**src/rtl/mute_rx.sv**
```systemverilog
module mute_rx #(
  parameter int OSR = 16,
  parameter int AW  = 4
) (
  input  logic          clk,
  input  logic          rst_n,
  input  logic          rx,
  input  logic          tick,
  input  logic [1:0]    wlen,
  input  logic          par_en,
  input  logic          par_odd,
  input  logic [AW-1:0] node_addr,
  input  logic          mute_en,
  input  logic          mute_req,
  input  logic          rdy_clr,
  output logic [8:0]    rx_word,
  output logic          rdy,
  output logic          par_err,
  output logic          frm_err,
  output logic          muted
);
  localparam int CW = $clog2(OSR);
  localparam logic [CW-1:0] MID  = CW'(OSR / 2 - 1);
  localparam logic [CW-1:0] LAST = CW'(OSR - 1);

  typedef enum logic [1:0] {S_IDLE, S_START, S_DATA, S_STOP} st_t;

  st_t           st;
  logic [CW-1:0] sc;
  logic [3:0]    bi;
  logic [8:0]    sh;
  logic          pend;
  logic [3:0]    nbits, pmsb;
  logic          fin, is_addr, hit, perr, deliver;

  assign nbits   = (wlen == 2'b01) ? 4'd9 : (wlen == 2'b10) ? 4'd7 : 4'd8;
  assign pmsb    = nbits - 4'd1 - {3'd0, par_en};
  assign fin     = tick && (st == S_STOP) && (sc == LAST);
  assign is_addr = sh[pmsb];
  assign hit     = (sh[AW-1:0] == node_addr);
  assign perr    = par_en && ((^sh) != par_odd);
  assign deliver = !mute_en || (is_addr ? hit : !muted);

  always_ff @(posedge clk or negedge rst_n)
    if (!rst_n) begin
      st <= S_IDLE;
      sc <= '0;
      bi <= '0;
      sh <= '0;
    end else if (tick) begin
      sc <= sc + 1'b1;
      case (st)
        S_IDLE: begin
          sc <= '0;
          if (!rx) st <= S_START;
        end
        S_START:
          if (sc == MID) begin
            sc <= '0;
            if (rx) st <= S_IDLE;
            else begin
              st <= S_DATA;
              bi <= '0;
              sh <= '0;
            end
          end
        S_DATA:
          if (sc == LAST) begin
            sh[bi] <= rx;
            if (bi == nbits - 4'd1) st <= S_STOP;
            else bi <= bi + 4'd1;
          end
        S_STOP:
          if (sc == LAST) st <= S_IDLE;
        default: st <= S_IDLE;
      endcase
    end

  always_ff @(posedge clk or negedge rst_n)
    if (!rst_n) begin
      rx_word <= '0;
      rdy     <= 1'b0;
      par_err <= 1'b0;
      frm_err <= 1'b0;
      muted   <= 1'b0;
      pend    <= 1'b0;
    end else begin
      if (rdy_clr) rdy <= 1'b0;
      if (mute_req) pend <= 1'b1;
      if (fin) begin
        if (deliver) begin
          rdy     <= 1'b1;
          rx_word <= sh;
          par_err <= perr;
          frm_err <= !rx;
        end
        if (mute_en && is_addr) muted <= !hit;
      end else if (pend && !rdy && mute_en) begin
        muted <= 1'b1;
        pend  <= 1'b0;
      end
      if (!mute_en) begin
        muted <= 1'b0;
        pend  <= 1'b0;
      end
    end
endmodule

```
**config.mk**
```make
export PLATFORM = sky130hd
export DESIGN_NAME = mute_rx
export DESIGN_NICKNAME = d
export VERILOG_FILES = /design/src/rtl/mute_rx.sv
export SDC_FILE = /design/constraint.sdc
export NUM_CORES = 1
export LEC_CHECK = 0
export BUFFER_PORTS_ARGS = -buffer_cell sky130_fd_sc_hd__clkbuf_2
export CELL_PAD_IN_SITES_DETAIL_PLACEMENT = 0
export CELL_PAD_IN_SITES_GLOBAL_PLACEMENT = 1
export CORE_ASPECT_RATIO = 0.6
export CORE_MARGIN = 8
export CORE_UTILIZATION = 35
export CTS_CLUSTER_SIZE = 25
export DETAILED_ROUTE_END_ITERATION = 10
export PLACE_DENSITY_LB_ADDON = 0.1
export SYNTH_ARGS = -nofsm -noshare
export SYNTH_HDL_FRONTEND = slang
export SYNTH_SLANG_ARGS = --single-unit
```
**constraint.sdc**
```tcl
create_clock -name clk -period 3.75 [get_ports clk]
set_clock_uncertainty 0.2 [all_clocks]
set_input_delay 0.1875 -clock clk [delete_from_list [all_inputs] [get_ports clk]]
set_output_delay 0.1875 -clock clk [all_outputs]
set_load 0.1 [all_outputs]
```
==> metrics.yaml, run 1 <==
sta:
  holdWs_ps: 74.5
  period_minus_slack_ps: 2790
  worst_pin_slew_ps: 864
  setup_ws_ps: 956
  slew_viol_final: 0
  setup_viol: 0
  slew-limit-headroom_pct: 42.4
  finalHoldViolCount: 0
  fmax_mhz: 358
  fin_crit_sh_pct: 74.5
  rsz0062_at_grt: "no"
  setup_tns_ps: 0
clocking:
  cts_sinks: 33
  root_buffer: "clkbuf_8"
  clkLatencyLatePin_ps: 290
  tritoncts: "built"
  cts_buffers: 5
  path_clk_slew_ps: 70
  clockBufferDepth: 2
  post_cts_resized: 0
  htree_levels: 2
route:
  vias_per_cell: 5.16
  routedWlPerCell_um: 16.8
  via_count: 1534
  drt-total-wl_um: 4980
  drt_iter0_drc: 95
  drtPass1Iterations: 5
  drcViolationCount: 0
  detail-route-antenna-nets: 0
job:
  drv_cap: 0
floorplanning:
  ios: 28
  fp.dieH_um: 74.1
  start_util_pct: 35.9
  core-area_um2: 5490
  dieArea_um2: 8360
  fp-row-count: 21
  fp.dieW_um: 113
setup_path:
  crit_family: "multiplexers"
  cp.required_ps: 3720
  worstSetupPathType: "primary input to flip-flop"
  crit_fanout: 12
  cpMaxStageDelayCell: "dlygate4sd3_1"
  critPathMaxStageDelay_ps: 540
  cp.arrival_ps: 2770
  endpoint_kind: "flip-flop"
  critPathLaunchType: "primary input"
  crit_chain: "dlygate4sd3_1, clkbuf_2, ha_1, mux4_2, a21oi_2, a21oi_2, mux2_4, mux2_4"
  worst-path-buf-inv: 2
layout:
  drive_gt1_share_pct: 21.9
  n_antenna_cell: 0
  final_area_um2: 2290
  layoutNonFillerInstCount: 297
  fill_cells: 517
  fin_nets: 249
  final_core_util_pct: 41.8
  synthToLayoutAreaGrowth_pct: 16.5
power_and_ir_drop:
  switching_share_pct: 40.8
  leakage_nw: 1.10
  comb_power_share_pct: 34.6
  sequentialPowerShare_pct: 43.4
  ir_drop_v: 0.000213
  finalPower_mw: 1.22
  p_per_area_nw_per_um2: 531
  p_sw_mw: 0.497
  clkPwrFrac_pct: 22.0
  internal_power_mw: 0.721
placed_design:
  place_area_um2: 2160
  place_ws_ps: 895
  gp_congestion: 0.769
  placed_cells: 284
  portBuffers: 27
  dp_hpwl_um: 3680
synth:
  synth_area_um2: 1970
  ys_seq_area_share_pct: 41.9
  synthCells: 195
  synth_seq_cells: 33
  syn-num-nets: 217
  yosys_warnings: 0
  ys_types: 43
  synth.avg_cell_area_um2: 10.1
global_route:
  grt_pass1_vias: 1544
  grt_max_degree: 34
  overflow: 0
  grt_first_pass_wirelength_um: 8170
  antenna_found_initial: 0
  grt_usage_pct: 12.7
worst_hold_path:
  hp-class: "primary input to flip-flop"
run_status:
  status: "completed"
-- registers in the layout, indices dropped and copies added (netlist names), named ones only --
register / flops
par_err: 1
bi: 4
rdy: 1
frm_err: 1
muted: 1
pend: 1
sc: 4
st: 1
rx_word: 9
sh: 9
-- routing by layer --
| metal | up-vias | part of all wire (%) | GRT usage, % |
|---|---|---|---|
| met5 | - | 0 | 0 |
| met4 | 0 | 0.92 | 5.04 |
| met3 | 4 | 5.4 | 3.32 |
| met2 | 35 | 41 | 18.3 |
| met1 | 740 | 53 | 17.6 |
| li1 | 755 | - | - |
-- synth_stat cells --
| library cell | instances | area share (%) |
|---|---|---|
| a211oi_1 | 2 | 0.76 |
| a21boi_0 | 2 | 0.76 |
| a21o_1 | 2 | 0.76 |
| a21oi_1 | 13 | 3.3 |
| a21oi_2 | 2 | 0.89 |
| a2bb2oi_1 | 1 | 0.44 |
| and3_1 | 2 | 0.64 |
| and3b_1 | 1 | 0.44 |
| and4_1 | 2 | 0.89 |
| and4b_1 | 1 | 0.51 |
| buf_1 | 1 | 0.19 |
| buf_6 | 1 | 0.57 |
| clkbuf_1 | 5 | 0.95 |
| dfrtp_1 | 33 | 42 |
| ha_1 | 7 | 4.4 |
| inv_1 | 10 | 1.9 |
| mux2_2 | 3 | 1.7 |
| mux2_4 | 8 | 6.1 |
| mux2i_1 | 4 | 2.0 |
| mux4_1 | 1 | 1.3 |
| mux4_2 | 1 | 1.1 |
| nand2_1 | 26 | 5.0 |
| nand2b_1 | 3 | 0.95 |
| nand3_1 | 2 | 0.51 |
| nand4_1 | 4 | 1.3 |
| nor2_1 | 9 | 1.7 |
| nor2b_1 | 2 | 0.64 |
| nor3_1 | 1 | 0.25 |
| nor3b_1 | 1 | 0.38 |
| nor4_1 | 1 | 0.32 |
| nor4bb_1 | 3 | 1.5 |
| o21a_1 | 1 | 0.38 |
| o21ai_0 | 15 | 3.8 |
| o221a_2 | 1 | 0.57 |
| o221ai_1 | 1 | 0.44 |
| o22a_1 | 1 | 0.44 |
| o2bb2ai_1 | 2 | 0.89 |
| o31ai_1 | 1 | 0.38 |
| o32a_1 | 1 | 0.51 |
| or3_1 | 3 | 0.95 |
| xnor2_1 | 11 | 4.9 |
| xnor3_1 | 1 | 1.1 |
| xor2_1 | 3 | 1.3 |
-- placed cells by master (no fill, tap or decap), types with 2 or more instances in the layout --
| cell type | Yosys | final |
|---|---|---|
| a211oi_1 | 2 | 2 |
| a21boi_0 | 2 | 2 |
| a21o_1 | 2 | 2 |
| a21oi_1 | 13 | 13 |
| a21oi_2 | 2 | 2 |
| and3_1 | 2 | 2 |
| and4_1 | 2 | 2 |
| clkbuf_2 | 0 | 27 |
| clkbuf_8 | 0 | 5 |
| clkinv_2 | 0 | 2 |
| dfrtp_1 | 33 | 33 |
| dlygate4sd3_1 | 0 | 5 |
| ha_1 | 7 | 7 |
| inv_1 | 10 | 10 |
| mux2_2 | 3 | 3 |
| mux2_4 | 8 | 8 |
| mux2i_1 | 4 | 4 |
| nand2_1 | 26 | 26 |
| nand2b_1 | 3 | 3 |
| nand3_1 | 2 | 2 |
| nand4_1 | 4 | 4 |
| nor2_1 | 9 | 9 |
| nor2b_1 | 2 | 2 |
| nor4bb_1 | 3 | 3 |
| o21ai_0 | 15 | 15 |
| o2bb2ai_1 | 2 | 2 |
| or3_1 | 3 | 3 |
| xnor2_1 | 11 | 11 |
| xor2_1 | 3 | 3 |
-- worst paths after layout --
path | from | endpoint | slack, ps | cells past startpoint
setup / recovery | par_en | rx_word[7]$_DFFE_PN0P_ | 960 | 8
hold / removal | tick | sc[1]$_DFFE_PN0P_ | 70 | 3
setup reg to reg | sc[0]$_DFFE_PN0P_ | rx_word[0]$_DFFE_PN0P_ | 1370 | 6
hold reg to reg | rx_word[6]$_DFFE_PN0P_ | rx_word[6]$_DFFE_PN0P_ | 320 | 1
max in group asynchronous | rst_n | par_err$_DFFE_PN0P_ | 2460 | 2
min in group asynchronous | rst_n | sh[6]$_DFFE_PN0P_ | 350 | 2
-- cell families after synthesis --
family          Yosys count  share of synthesized area (%)
simple gates             61                           15.9
compound gates           45                           14.4
flops                    33                           41.9
buf+inv                  17                           3.62
mux                      17                           12.3
xor+xnor                 15                           7.37
fa+ha+maj                 7                           4.45
-- tightest hold or removal path: cells and delay by family --
| kind | cells | cell delay (ps) |
|---|---|---|
| buffers and inverters | 1 | 170 |
| AND/OR/NAND/NOR | 1 | 100 |
| AO/OA/AOI/OAI | 1 | 60 |
-- repair_timing --
| item | 4_1_cts | 5_1_grt |
|---|---|---|
| buffers inserted | 0 | 0 |
| hold endpoints to repair | 37 | 0 |
| hold buffers | 5 | 0 |
-- layout make-up --
class,instances,area [µm²],share of cell area [%]
Multi-Input combinational cell,145,1070,46.8
Timing Repair Buffer,32,185,8.07
Clock buffer,5,68.8,3.00
Sequential cell,33,826,36.0
Tap cell,69,86.3,3.76
Clock inverter,3,17.5,0.764
Inverter,10,37.5,1.64
-- power groups by stage --
stage | combinational (mW) | sequential, mW | clock [mW]
floorplan | 0.331 | 0.500 | 0
global placement | 0.403 | 0.532 | 0
detailed placement | 0.414 | 0.534 | 0
CTS | 0.422 | 0.527 | 0.276
global route | 0.473 | 0.546 | 0.295
finish | 0.421 | 0.529 | 0.268
No activity file was read; power rests on OpenSTA's default activity.
==> run 2: changes to the inputs <==
==> constraint.sdc (replaced) <==
create_clock -name clk -period 2.7 [get_ports clk]
set_clock_uncertainty 0.2 [all_clocks]
set_input_delay 0.135 -clock clk [delete_from_list [all_inputs] [get_ports clk]]
set_output_delay 0.135 -clock clk [all_outputs]
set_load 0.1 [all_outputs]
==> run 2 against run 1 <==
Non-clock buffer count is 10 higher; die area stayed put; combinational power grew 57%; largest cell class unchanged; worst hold slack improved by 140 ps; power is 42% higher; largest power group unchanged; critical path depth up 2.
==> metrics.yaml, run 2 (same netlist as run 1, synthesis figures left out) <==
run_status:
  status: "completed"
layout:
  final_cell_mix: "33 x dfrtp_1, 27 x clkbuf_2, 26 x nand2_1"
  top_regs: "rx_word: 9 flops, sh: 9 flops"
  layout_commonest_cell: "dfrtp_1"
  drive_gt1_share_pct: 24.4
  synthToLayoutAreaGrowth_pct: 20.5
  final_core_util_pct: 43.2
  n_antenna_cell: 0
  fin_nets: 259
  fill_cells: 526
setup_path:
  worstSetupPathType: "primary input to flip-flop"
  cpMaxStageDelayCell: "mux4_2"
  critPathLaunchType: "primary input"
  cp.required_ps: 2670
  critPathMaxStageDelay_ps: 520
  endpoint_kind: "flip-flop"
  cp.arrival_ps: 2420
  crit_chain: "clkbuf_2, inv_1, ha_1, inv_1, ha_1, mux4_2, a21oi_2, a21oi_2, mux2_4, mux2_4"
  crit_fanout: 12
clocking:
  cts_buffers: 5
  clockBufferDepth: 2
  post_cts_resized: 0
  clkLatencyLatePin_ps: 290
  cts_sinks: 33
  tritoncts: "built"
  path_clk_slew_ps: 70
  root_buffer: "clkbuf_8"
  htree_levels: 2
global_route:
  antenna_found_initial: 0
  grtUsageMet1_pct: 18.4
  overflow: 0
  busiest_layer: "met1"
  grt_pass1_vias: 1628
  grt_first_pass_wirelength_um: 8410
  grtUsageMet2_pct: 18.4
  grt_max_degree: 34
  grt_usage_pct: 12.9
  use_met3_pct: 3.32
route:
  drtPass1Iterations: 4
  drcViolationCount: 0
  drt_iter0_drc: 66
  detail-route-antenna-nets: 0
  drt-total-wl_um: 5010
  vias_per_cell: 5.30
  routedWlPerCell_um: 16.3
  via_count: 1626
floorplanning:
  fp-row-count: 21
  fp.dieH_um: 74.1
  start_util_pct: 35.9
  ios: 28
  fp.dieW_um: 113
  core-area_um2: 5490
  dieArea_um2: 8360
sta:
  setup_viol: 0
  holdWs_ps: 210
  setup_tns_ps: 0
  worst_pin_slew_ps: 858
  slew_viol_final: 0
  rsz0062_at_grt: "no"
  finalHoldViolCount: 0
  fmax_mhz: 409
  slew-limit-headroom_pct: 42.8
  period_minus_slack_ps: 2440
  fin_crit_sh_pct: 90.5
placed_design:
  dp_hpwl_um: 3810
  gp_congestion: 0.763
  portBuffers: 27
worst_hold_path:
  hp-class: "primary input to flip-flop"
power_and_ir_drop:
  ir_drop_v: 0.000331
  finalPower_mw: 1.73
  p_per_area_nw_per_um2: 730
  leakage_nw: 1.14
job:
  drv_cap: 0
run 2: cell count changes in the layout (fill, tap and decap cells not counted):
cell / change
buf_4: +8
dlygate4sd3_1: +2
run 2: final cells by class:
| class | count | area, µm² | share of cell area [%] |
|---|---|---|---|
| repair buffers | 42 | 265 | 11.2 |
| well taps | 69 | 86.3 | 3.64 |
| clock inverters | 3 | 17.5 | 0.738 |
| flip-flops and latches | 33 | 826 | 34.8 |
| inverters | 10 | 37.5 | 1.58 |
| multi-input cells | 145 | 1070 | 45.2 |
| clock buffers | 5 | 68.8 | 2.90 |
run 2: metal layers:
| layer | vias to the layer above | part of all wire, % |
|---|---|---|
| met1 | 810 | 52 |
| li1 | 781 | - |
| met2 | 31 | 42 |
| met5 | - | 0 |
| met3 | 4 | 4.6 |
| met4 | 0 | 0.94 |
run 2: path summary, 6_finish.rpt:
kind / startpoint / to / slack, ps / cells past startpoint
max in group asynchronous: rst_n / par_err$_DFFE_PN0P_ / 1480 / 2
setup reg to reg: sc[0]$_DFFE_PN0P_ / rx_word[1]$_DFFE_PN0P_ / 440 / 6
hold / removal: node_addr[1] / muted$_DFFE_PN0P_ / 210 / 5
hold reg to reg: rx_word[2]$_DFFE_PN0P_ / rx_word[2]$_DFFE_PN0P_ / 320 / 1
min in group asynchronous: rst_n / rx_word[5]$_DFFE_PN0P_ / 290 / 2
setup / recovery: wlen[1] / rx_word[7]$_DFFE_PN0P_ / 260 / 10
run 2: through the flow:
stage | setup slack [ps] | instances | cell area (µm²)
after floorplan | 73.4 | 195 | 1970
after global routing | 141 | 307 | 2370
final | 257 | 307 | 2370
after CTS | 250 | 307 | 2370
after global placement | 1.36 | 292 | 2220
after detailed placement | -38.8 | 292 | 2220
run 2: critical path, delay by kind of cell:
family                   cells  cell delay (ps)
AO/OA/AOI/OAI                2              250
adder cells (fa/ha/maj)      2              620
buffers and inverters        3              150
multiplexers                 3             1250
run 2: repair_timing:
item	CTS	global route
hold endpoints to repair	39	0
setup buffers	0	0
hold buffers	7	0
run 2: power by group:
group	switching (mW)	internal, mW	total (mW)
Clock	0.194	0.178	0.372
Combinational	0.388	0.273	0.660
Sequential	0.121	0.580	0.701
Total	0.702	1.03	1.73
